[src/rtl/cstage_pkg.sv]
// Package for the counter stage.
// Holds the per-edge action chosen by the control decoder.
// Assumes: it is shared by every module of the stage and by nothing outside it.
package cstage_pkg;

    // What the state register does at the next rising edge.
    typedef enum logic [1:0] {
        ACT_HOLD = 2'd0,
        ACT_STEP = 2'd1,
        ACT_LOAD = 2'd2,
        ACT_WIPE = 2'd3
    } stage_act_e;

endpackage

[src/rtl/cstage_ctrl.sv]
// Control decoder for one counter digit.
// Picks one action per edge in fixed priority: clear, load, step, hold.
// Assumes: when the clear is asynchronous the register handles it,
// so this decoder considers the clear only in synchronous mode.
module cstage_ctrl
    import cstage_pkg::*;
#(
    parameter bit SYNC_WIPE = 1'b1
) (
    input  logic       wipe_n,
    input  logic       preset_n,
    input  logic       run_en,
    input  logic       chain_en,
    output stage_act_e act
);

    localparam bit WIPE_HERE = SYNC_WIPE;

    // Priority decode of the per-edge action.
    always_comb begin
        if (WIPE_HERE && !wipe_n) begin
            act = ACT_WIPE;
        end else if (!preset_n) begin
            act = ACT_LOAD;
        end else if (run_en && chain_en) begin
            act = ACT_STEP;
        end else begin
            act = ACT_HOLD;
        end
    end

endmodule

[src/rtl/cstage_next.sv]
// Next-state datapath for one counter digit.
// Returns zero, the preset value, the count plus one with a wrap, or the
// current count.
// Assumes: 2 <= MODULUS <= 2**WIDTH. The wrap to zero happens at
// MODULUS-1. Codes above it (reachable only by load) step up until the
// width overflows to zero.
module cstage_next
    import cstage_pkg::*;
#(
    parameter int WIDTH   = 4,
    parameter int MODULUS = 16
) (
    input  stage_act_e       act,
    input  logic [WIDTH-1:0] cur,
    input  logic [WIDTH-1:0] load_val,
    output logic [WIDTH-1:0] nxt
);

    localparam logic [WIDTH-1:0] LAST_CODE = WIDTH'(MODULUS - 1);

    logic [WIDTH-1:0] stepped;

    // Increment with wrap at the last code of the modulus.
    always_comb begin
        if (cur == LAST_CODE) begin
            stepped = '0;
        end else begin
            stepped = cur + 1'b1;
        end
    end

    // Select the value the register takes at the next edge.
    always_comb begin
        unique case (act)
            ACT_WIPE: nxt = '0;
            ACT_LOAD: nxt = load_val;
            ACT_STEP: nxt = stepped;
            default:  nxt = cur;
        endcase
    end

endmodule

[src/rtl/cstage_reg.sv]
// State register for one counter digit. All bits clock together on the
// rising edge.
// A parameter selects an asynchronous clear input or a synchronous one.
// Assumes: in synchronous mode the decoder has already folded the clear
// into nxt. The gate here is a second, equivalent guard.
module cstage_reg #(
    parameter int WIDTH      = 4,
    parameter bit ASYNC_WIPE = 1'b0
) (
    input  logic             clk,
    input  logic             wipe_n,
    input  logic [WIDTH-1:0] nxt,
    output logic [WIDTH-1:0] q
);

    generate
        if (ASYNC_WIPE) begin : g_async
            // Register with the clear acting at once, independent of the clock.
            always_ff @(posedge clk or negedge wipe_n) begin
                if (!wipe_n) begin
                    q <= '0;
                end else begin
                    q <= nxt;
                end
            end
        end else begin : g_sync
            // Register with the clear sampled only on the rising edge.
            always_ff @(posedge clk) begin
                if (!wipe_n) begin
                    q <= '0;
                end else begin
                    q <= nxt;
                end
            end
        end
    endgenerate

endmodule

[src/rtl/cstage_term.sv]
// Last-code detector and carry gate for one counter digit.
// Assumes: the carry is combinational, gated by the chain enable only
// and never by the local run enable.
module cstage_term #(
    parameter int WIDTH   = 4,
    parameter int MODULUS = 16
) (
    input  logic [WIDTH-1:0] cur,
    input  logic             chain_en,
    output logic             chain_out
);

    localparam logic [WIDTH-1:0] LAST_CODE = WIDTH'(MODULUS - 1);

    logic at_last;

    // Detect the last code of the modulus.
    always_comb at_last = (cur == LAST_CODE);

    // Pass the chain enable on as the carry when at the last code.
    always_comb chain_out = chain_en & at_last;

endmodule

[src/rtl/count_stage.sv]
// One digit of a synchronous, presettable up-counter that can be chained.
// Priority is clear, then load, then count (both enables high), then hold.
// The carry is raised when the chain enable is high and the digit is at
// MODULUS-1.
// Assumes: every digit of a chain shares clk, wipe_n, preset_n and run_en.
// Digit k's chain_out feeds digit k+1's chain_en.
module count_stage
    import cstage_pkg::*;
#(
    parameter int WIDTH      = 4,
    parameter int MODULUS    = 16,
    parameter bit ASYNC_WIPE = 1'b0
) (
    input  logic             clk,
    input  logic             wipe_n,
    input  logic             preset_n,
    input  logic [WIDTH-1:0] preset_val,
    input  logic             run_en,
    input  logic             chain_en,
    output logic [WIDTH-1:0] count_q,
    output logic             chain_out
);

    localparam bit SYNC_WIPE = !ASYNC_WIPE;

    // Elaboration guard on the modulus range.
    generate
        if (MODULUS < 2 || MODULUS > (1 << WIDTH)) begin : g_bad_modulus
            $error("count_stage: MODULUS must lie in 2..2**WIDTH");
        end
    endgenerate

    stage_act_e       act;
    logic [WIDTH-1:0] nxt;

    cstage_ctrl #(
        .SYNC_WIPE (SYNC_WIPE)
    ) ctrl_i (
        .wipe_n   (wipe_n),
        .preset_n (preset_n),
        .run_en   (run_en),
        .chain_en (chain_en),
        .act      (act)
    );

    cstage_next #(
        .WIDTH   (WIDTH),
        .MODULUS (MODULUS)
    ) next_i (
        .act      (act),
        .cur      (count_q),
        .load_val (preset_val),
        .nxt      (nxt)
    );

    cstage_reg #(
        .WIDTH      (WIDTH),
        .ASYNC_WIPE (ASYNC_WIPE)
    ) reg_i (
        .clk    (clk),
        .wipe_n (wipe_n),
        .nxt    (nxt),
        .q      (count_q)
    );

    cstage_term #(
        .WIDTH   (WIDTH),
        .MODULUS (MODULUS)
    ) term_i (
        .cur       (count_q),
        .chain_en  (chain_en),
        .chain_out (chain_out)
    );

endmodule

[config.mk]
export PLATFORM = sky130hd
export DESIGN_NAME = count_stage
export DESIGN_NICKNAME = d
export VERILOG_FILES = /design/src/rtl/cstage_pkg.sv /design/src/rtl/cstage_ctrl.sv /design/src/rtl/cstage_next.sv /design/src/rtl/cstage_reg.sv /design/src/rtl/cstage_term.sv /design/src/rtl/count_stage.sv
export SDC_FILE = /design/constraint.sdc
export NUM_CORES = 1
export LEC_CHECK = 0
export BUFFER_PORTS_ARGS = -buffer_cell sky130_fd_sc_hd__buf_2
export CAP_MARGIN = 5
export CORE_AREA = 5 5 42 44
export CTS_BUF_LIST = sky130_fd_sc_hd__clkbuf_8
export DETAILED_ROUTE_END_ITERATION = 8
export DIE_AREA = 0 0 47 49
export SLEW_MARGIN = 10
export SYNTH_ARGS = -nofsm -noshare
export SYNTH_HDL_FRONTEND = slang
export SYNTH_SLANG_ARGS = --single-unit
export TNS_END_PERCENT = 10
[constraint.sdc]
create_clock -name clk -period 1.21 [get_ports clk]
set_input_delay 0.1815 -clock clk [delete_from_list [all_inputs] [get_ports clk]]
set_output_delay 0.1815 -clock clk [all_outputs]
set_load 0.03 [all_outputs]
Yosys cells after proc, flatten, opt, wreduce, memory -nomap -nowiden. Index checks and enable logic that the tools add are counted.

$add $sub $neg: 1. Bitwise operators: 1. Muxes and demuxes: 5. Eq/ne operators: 4. Reduce and logical (&&, ||, !) cells: 2.

Operator list (number): 4-bit one-hot mux with 3 select lines (1); 4-bit by 1-bit adder with 4-bit output, second input constant (1); 2-bit equality test, second input constant (2); 4-bit equality test, second input constant (1); 2-bit 2-to-1 mux (2); 4-bit 2-to-1 mux (1); 3-bit nonzero test (1); 2-bit by 1-bit equality test with 1-bit output, second input constant (1); 1-bit bitwise AND (1); 1-bit logical AND (1); 1-bit 2-to-1 mux (1).

Bits in registers: 4. Input bits: 9. Word-level logic and storage cells: 14. Output and inout bits: 5.

Depth between registers and ports, before layout. Gate-level depths: netlist of the first run.

Depth in word-level cells: 6. Gate-level depth with buffers: 4. Mapped depth without buffers: 4.

Modules after synthesis. Synthesis of the first run repeated with hierarchy kept, for this count alone.

Cell total of the unflattened synthesis: 37. Area total of the unflattened synthesis: 291.5 um^2.

Modules (own cells, without submodules): cstage_next (instances 1, area each 161.4 um^2, sequential area each 0.0 um^2, cells each 23); cstage_reg (instances 1, area each 105.1 um^2, sequential area each 80.1 um^2, cells each 8); cstage_ctrl (instances 1, area each 12.5 um^2, sequential area each 0.0 um^2, cells each 3); cstage_term (instances 1, area each 12.5 um^2, sequential area each 0.0 um^2, cells each 3).

Worst setup path after synthesis of the first run. Ideal clock, no wire load.

Path kind: flip-flop to output port. Start: reg reg_i.q[0]. End: out chain_out. Arrival: 1143 ps. Path buffers: 0. Cell stages (with the launch flop): 3. Data required time: 1028 ps. Setup slack: -115 ps. Cells stage by stage: dfxtp_1 -> ha_1 -> and4_2.

Longest elaborated chain between the ends: 2.

RTL lines: from (decl) (RTL line cstage_reg.sv:13) `output logic [WIDTH-1:0] q`; from (signal assigned) (RTL line cstage_reg.sv:32) `q <= nxt;`; 4-bit equality test (RTL line cstage_term.sv:18) `always_comb at_last = (cur == LAST_CODE);`; 1-bit bitwise AND (RTL line cstage_term.sv:21) `always_comb chain_out = chain_en & at_last;`; to (decl) (RTL line count_stage.sv:21) `output logic chain_out`.

No other way between the ends.

Worst setup path after layout of the first run.
Start: reg reg_i.q[1]. End: out chain_out.

The elaborated chain is that of the path after synthesis.

==> results.sh, run 1 <==
export IMPL_drive_gt1_frac=0.543
export IMPL_drc_errors=0
export IMPL_vias=275
export IMPL_setup_viol=0
export IMPL_cp_buffers_inverters=1
export IMPL_io_pins=14
export IMPL_grt_max_degree=9
export IMPL_maxSlewViolCount=0
export IMPL_seqCellArea_um2=83.8
export IMPL_worstHoldStart="wipe_n"
export IMPL_netlist_top_cells_area="dfxtp_1, o21ai_0, a21oi_1"
export IMPL_mostFrequentLayoutCells="buf_2, o21ai_0"
export IMPL_critical_path_endpoint_type="primary output"
export IMPL_clock_skew_ps=0.0988
export IMPL_fin_ws_ps=6.97
export IMPL_nFillCells=172
export IMPL_via_per_inst=4.44
export IMPL_power_frac_comb=0.180
export IMPL_firstDrtPassIters=4
export IMPL_grt_pass1_vias=287
export IMPL_ctsHoldBuffers=0
export IMPL_final_util=0.283
export IMPL_finalHoldViolCount=0
export IMPL_dp_slack_ps=88.8
export IMPL_nets=58
export IMPL_clk_latency_ps=210
export IMPL_grt_total_usage=0.0767
export IMPL_path_class="flop to primary output"
export IMPL_worst_slew_margin_rel=0.856
export IMPL_p_per_area_nw_per_um2=1320
export IMPL_ys_seq_area_frac=0.358
export IMPL_largest_reg_flops=4
export IMPL_ir_drop_uv=705
export IMPL_grt_overflow_total=0
export IMPL_r2r_start="reg_i.q[1]"
export IMPL_pwr_share_seq=0.299
export IMPL_cp_arrival_ps=1020
export IMPL_design_core_area_um2=1400
export IMPL_p_switching_uw=127
export IMPL_startpoint="reg_i.q[1]"
export IMPL_status="finished, final reports clean"
export IMPL_fin_crit_ps=1200
export IMPL_cp_max_fo=2
export IMPL_die_y_um=49
export IMPL_synthToLayoutAreaGrowth_pct=77.1
export IMPL_ant_nets=0
export IMPL_rows=14
export IMPL_wl_per_cell_um=10.9
export IMPL_internal_power_uw=396
export IMPL_final_common_cell="buf_2"
export IMPL_synth_area_um2=224
export IMPL_clock_path_buffers=2
export IMPL_placedInstanceArea_um2=327
export IMPL_grt_pass1_wl_mm=1.19
export IMPL_hpwlAfterDp_um=539
export IMPL_rsz0062_at_grt="yes"
export IMPL_hold_class="input pin to flop"
export IMPL_critical_path_top_delay_family="flip-flops"
export IMPL_die_area_um2=2300
export IMPL_syn_nets=37
export IMPL_report_power_total_uw=523
export IMPL_p_leak_nw=0.173
export IMPL_cts_sinks=4
export IMPL_ys_warn_count=0
export IMPL_multi_input_area_um2=154
export IMPL_worst_pin_slew_ps=214
export IMPL_synth_top_cell_area_share=0.358
export IMPL_syn_avg_cell_area_um2=8.30
export IMPL_cp_slowest_stage_delay_ps=340
export IMPL_ys_ff_latch=4
export IMPL_p_sw_frac=0.243
export IMPL_synth_cells=27
export IMPL_fmax_mhz=831
export IMPL_start_util=0.160
export IMPL_cp_start_kind="flop"
export IMPL_portBuffers=13
export IMPL_cap_violations=0
export IMPL_routed_wirelength_um=675
export IMPL_antenna_found_initial=0
export IMPL_crit_chain="ha_4 > and4_4 > buf_6"
export IMPL_synth_top_cell_by_area="dfxtp_1"
export IMPL_cp_required_ps=1030
export IMPL_regMostFlops="reg_i.q"
export IMPL_cts_tree="yes"
export IMPL_critPathSlowestCell="dfxtp_2"
export IMPL_largestRegisters="reg_i.q x4"
export IMPL_cts_inserted_buffers=3
export IMPL_cts_root_buf="clkbuf_8"
export IMPL_clk_pin_slew_ps=30
export IMPL_place_gp_congestion=0.764
export IMPL_antenna_cells=0
export IMPL_power_frac_clock=0.520
export IMPL_drtIter0Drc=2
export IMPL_die_w_um=47
export IMPL_htree_num_levels=1
export IMPL_yosysUniqueCellTypes=16
export IMPL_hold_ws_ps=215
export IMPL_final_cell_area_um2=397
export IMPL_fin_crit_sh=0.994
-- final cells by class --
type / instances / area share
Clock buffer: 3 / 0.104
Inverter: 1 / 0.00946
Multi-Input combinational cell: 22 / 0.388
Sequential cell: 4 / 0.211
Tap cell: 16 / 0.0505
Timing Repair Buffer: 16 / 0.237
-- synthesized netlist by cell type, drive strengths merged --
master	count
nand3	3
and4	1
dfxtp	4
a311o	1
nand4b	1
ha	1
nor2	1
inv	1
a311oi	1
xor2	1
a31oi	1
o21a	1
a21oi	3
nand2	3
o21ai	4
-- cells by family (layout without fill, tap and decap cells) --
family	Yosys count	after routing	share of synthesized area
AND/OR/NAND/NOR	9	9	0.229
adder cells (fa/ha/maj)	1	1	0.0559
flip-flops	4	4	0.358
AO/OA/AOI/OAI	11	11	0.302
buffers and inverters	1	20	0.0167
XOR/XNOR	1	1	0.0391
-- through the flow --
stage | instances | TNS, ps
detailed placement | 58 | 0
global route | 62 | -20.1
finish | 62 | 0
floorplan | 27 | 0
CTS | 62 | -14.8
global placement | 58 | 0
-- routing by layer --
metal / GRT usage / vias up / part of all wire
li1: - / 142 / -
met1: 0.103 / 119 / 0.50
met2: 0.0837 / 12 / 0.38
met3: 0.0258 / 2 / 0.099
met4: 0.0829 / 0 / 0.021
met5: 0 / - / 0
-- worst register-to-register path, cell delays in order, from the launching register on --
cell and delay (ps):
dfxtp_2 330, ha_4 150, buf_4 130, a311o_1 260, a31oi_1 150
-- power groups by stage --
stage / Clock, mW / Sequential, mW / Combinational (mW)
finish: 0.272 / 0.157 / 0.0944
global route: 0.295 / 0.159 / 0.107
CTS: 0.280 / 0.156 / 0.0954
detailed placement: 0 / 0.155 / 0.0911
global placement: 0 / 0.155 / 0.0909
floorplan: 0 / 0.177 / 0.0253
-- final timing paths --
kind,endpoint,slack (ps),depth (start not counted)
setup / recovery,chain_out,7,3
setup reg to reg,reg_i.q[0],110,4
hold reg to reg,reg_i.q[3],560,2
hold / removal,reg_i.q[1],220,3
-- what timing repair did --
action,4_1_cts,5_1_grt
setup buffers,1,0
endpoints found under the setup margin,1,2
resized for setup,5,1
pin swaps,1,3
(Power assumes the default switching activity.)
==> run 2, diff against run 1 <==
Settings changed: SETUP_SLACK_MARGIN set to 0.2.
==> results.sh, run 2 (synthesized netlist as in run 1, its figures left out) <==
export IMPL_critical_path_top_delay_family="flip-flops"
export IMPL_cap_violations=0
export IMPL_cp_max_fo=2
export IMPL_regMostFlops="reg_i.q"
export IMPL_cts_tree="yes"
export IMPL_largestRegisters="reg_i.q x4"
export IMPL_hold_class="input pin to flop"
export IMPL_htree_num_levels=1
export IMPL_clk_pin_slew_ps=30
export IMPL_routed_wirelength_um=734
export IMPL_fin_ws_ps=24.2
export IMPL_setup_tns_ps=0
export IMPL_ir_drop_uv=383
export IMPL_cp_arrival_ps=1000
export IMPL_dp_cells=56
export IMPL_hpwlAfterDp_um=528
export IMPL_die_w_um=47
export IMPL_status="finished, final reports clean"
export IMPL_drc_errors=0
export IMPL_drive_gt1_frac=0.609
export IMPL_critical_path_endpoint_type="primary output"
export IMPL_rows=14
export IMPL_cp_start_kind="flop"
export IMPL_dp_slack_ps=129
export IMPL_path_class="flop to primary output"
export IMPL_crit_chain="ha_4 > and4_4 > buf_6"
export IMPL_grt_pass1_wl_mm=1.24
export IMPL_cts_root_buf="clkbuf_8"
export IMPL_cp_slowest_stage_delay_ps=350
export IMPL_design_core_area_um2=1400
export IMPL_clock_skew_ps=2.40
export IMPL_holdPathStages=3
export IMPL_wl_per_cell_um=11.8
export IMPL_fmax_mhz=843
export IMPL_nets=58
export IMPL_finalHoldViolCount=0
export IMPL_die_y_um=49
export IMPL_p_leak_nw=0.178
export IMPL_final_cells=62
export IMPL_io_pins=14
export IMPL_cp_required_ps=1030
export IMPL_cp_buffers_inverters=1
export IMPL_fin_crit_sh=0.980
export IMPL_grt_pass1_vias=283
export IMPL_worst_pin_slew_ps=183
export IMPL_portBuffers=13
export IMPL_place_gp_congestion=0.687
export IMPL_antenna_cells=0
export IMPL_clock_path_buffers=2
export IMPL_fin_crit_ps=1190
export IMPL_cts_sinks=4
export IMPL_worst_slew_margin_rel=0.877
export IMPL_ctsHoldBuffers=0
export IMPL_rsz0062_at_grt="yes"
export IMPL_setup_viol=0
export IMPL_antenna_found_initial=0
export IMPL_maxSlewViolCount=0
export IMPL_ant_nets=0
export IMPL_r2r_cells=4
export IMPL_vias=281
export IMPL_critPathSlowestCell="dfxtp_4"
export IMPL_grt_total_usage=0.0760
export IMPL_grt_overflow_total=0
export IMPL_cts_inserted_buffers=3
export IMPL_die_area_um2=2300
export IMPL_firstDrtPassIters=4
export IMPL_p_per_area_nw_per_um2=1280
export IMPL_via_per_inst=4.53
export IMPL_drtIter0Drc=5
export IMPL_nFillCells=164
export IMPL_synthToLayoutAreaGrowth_pct=90.5
export IMPL_hold_ws_ps=219
export IMPL_final_common_cell="buf_2"
export IMPL_largest_reg_flops=4
export IMPL_path_depth=3
export IMPL_clk_latency_ps=220
export IMPL_start_util=0.160
export IMPL_grt_max_degree=9
run 2: layout make-up:
type,count,area [um2],area share
flip-flops and latches,4,90.1,0.211
repair buffers,16,106,0.249
multi-input cells,22,165,0.387
well taps,16,20.0,0.0469
inverters,1,3.75,0.00880
clock buffers,3,41.3,0.0968
run 2: final timing paths:
check,from,endpoint,slack (ps)
setup reg to reg,reg_i.q[0],reg_i.q[0],60
hold reg to reg,reg_i.q[3],reg_i.q[3],520
hold / removal,wipe_n,reg_i.q[1],220
setup / recovery,reg_i.q[0],chain_out,20
run 2: metal layers:
metal / track usage / vias to the layer above / wire length (um)
li1: - / 143 / -
met1: 0.101 / 119 / 340
met2: 0.0905 / 16 / 273
met3: 0.0480 / 3 / 103
met4: 0.0415 / 0 / 17
met5: 0 / - / 0
run 2: power by group:
| group | total (mW) | switching [mW] | internal, mW |
|---|---|---|---|
| combinational | 0.110 | 0.0601 | 0.0499 |
| sequential | 0.156 | 0.0125 | 0.144 |
| clock | 0.278 | 0.0662 | 0.212 |
| total | 0.544 | 0.139 | 0.405 |
run 2: stage by stage:
step / total power [mW] / instance area [um2] / utilization
final: 0.544 / 427 / 0.304
after global routing: 0.577 / 427 / 0.304
after CTS: 0.534 / 403 / 0.288
after detailed placement: 0.245 / 333 / 0.238
after global placement: 0.243 / 333 / 0.238
after floorplan: 0.206 / 248 / -
run 2: worst register-to-register path, stage by stage, from the launching register on:
cell     delay [ps]
dfxtp_4         340
ha_4            150
buf_4           130
a311o_1         260
a31oi_1         180
run 2: what timing repair did:
action	in CTS	in global routing
setup endpoints to repair	3	7
setup buffers	3	0
resized for setup	2	9
pin swaps	2	4
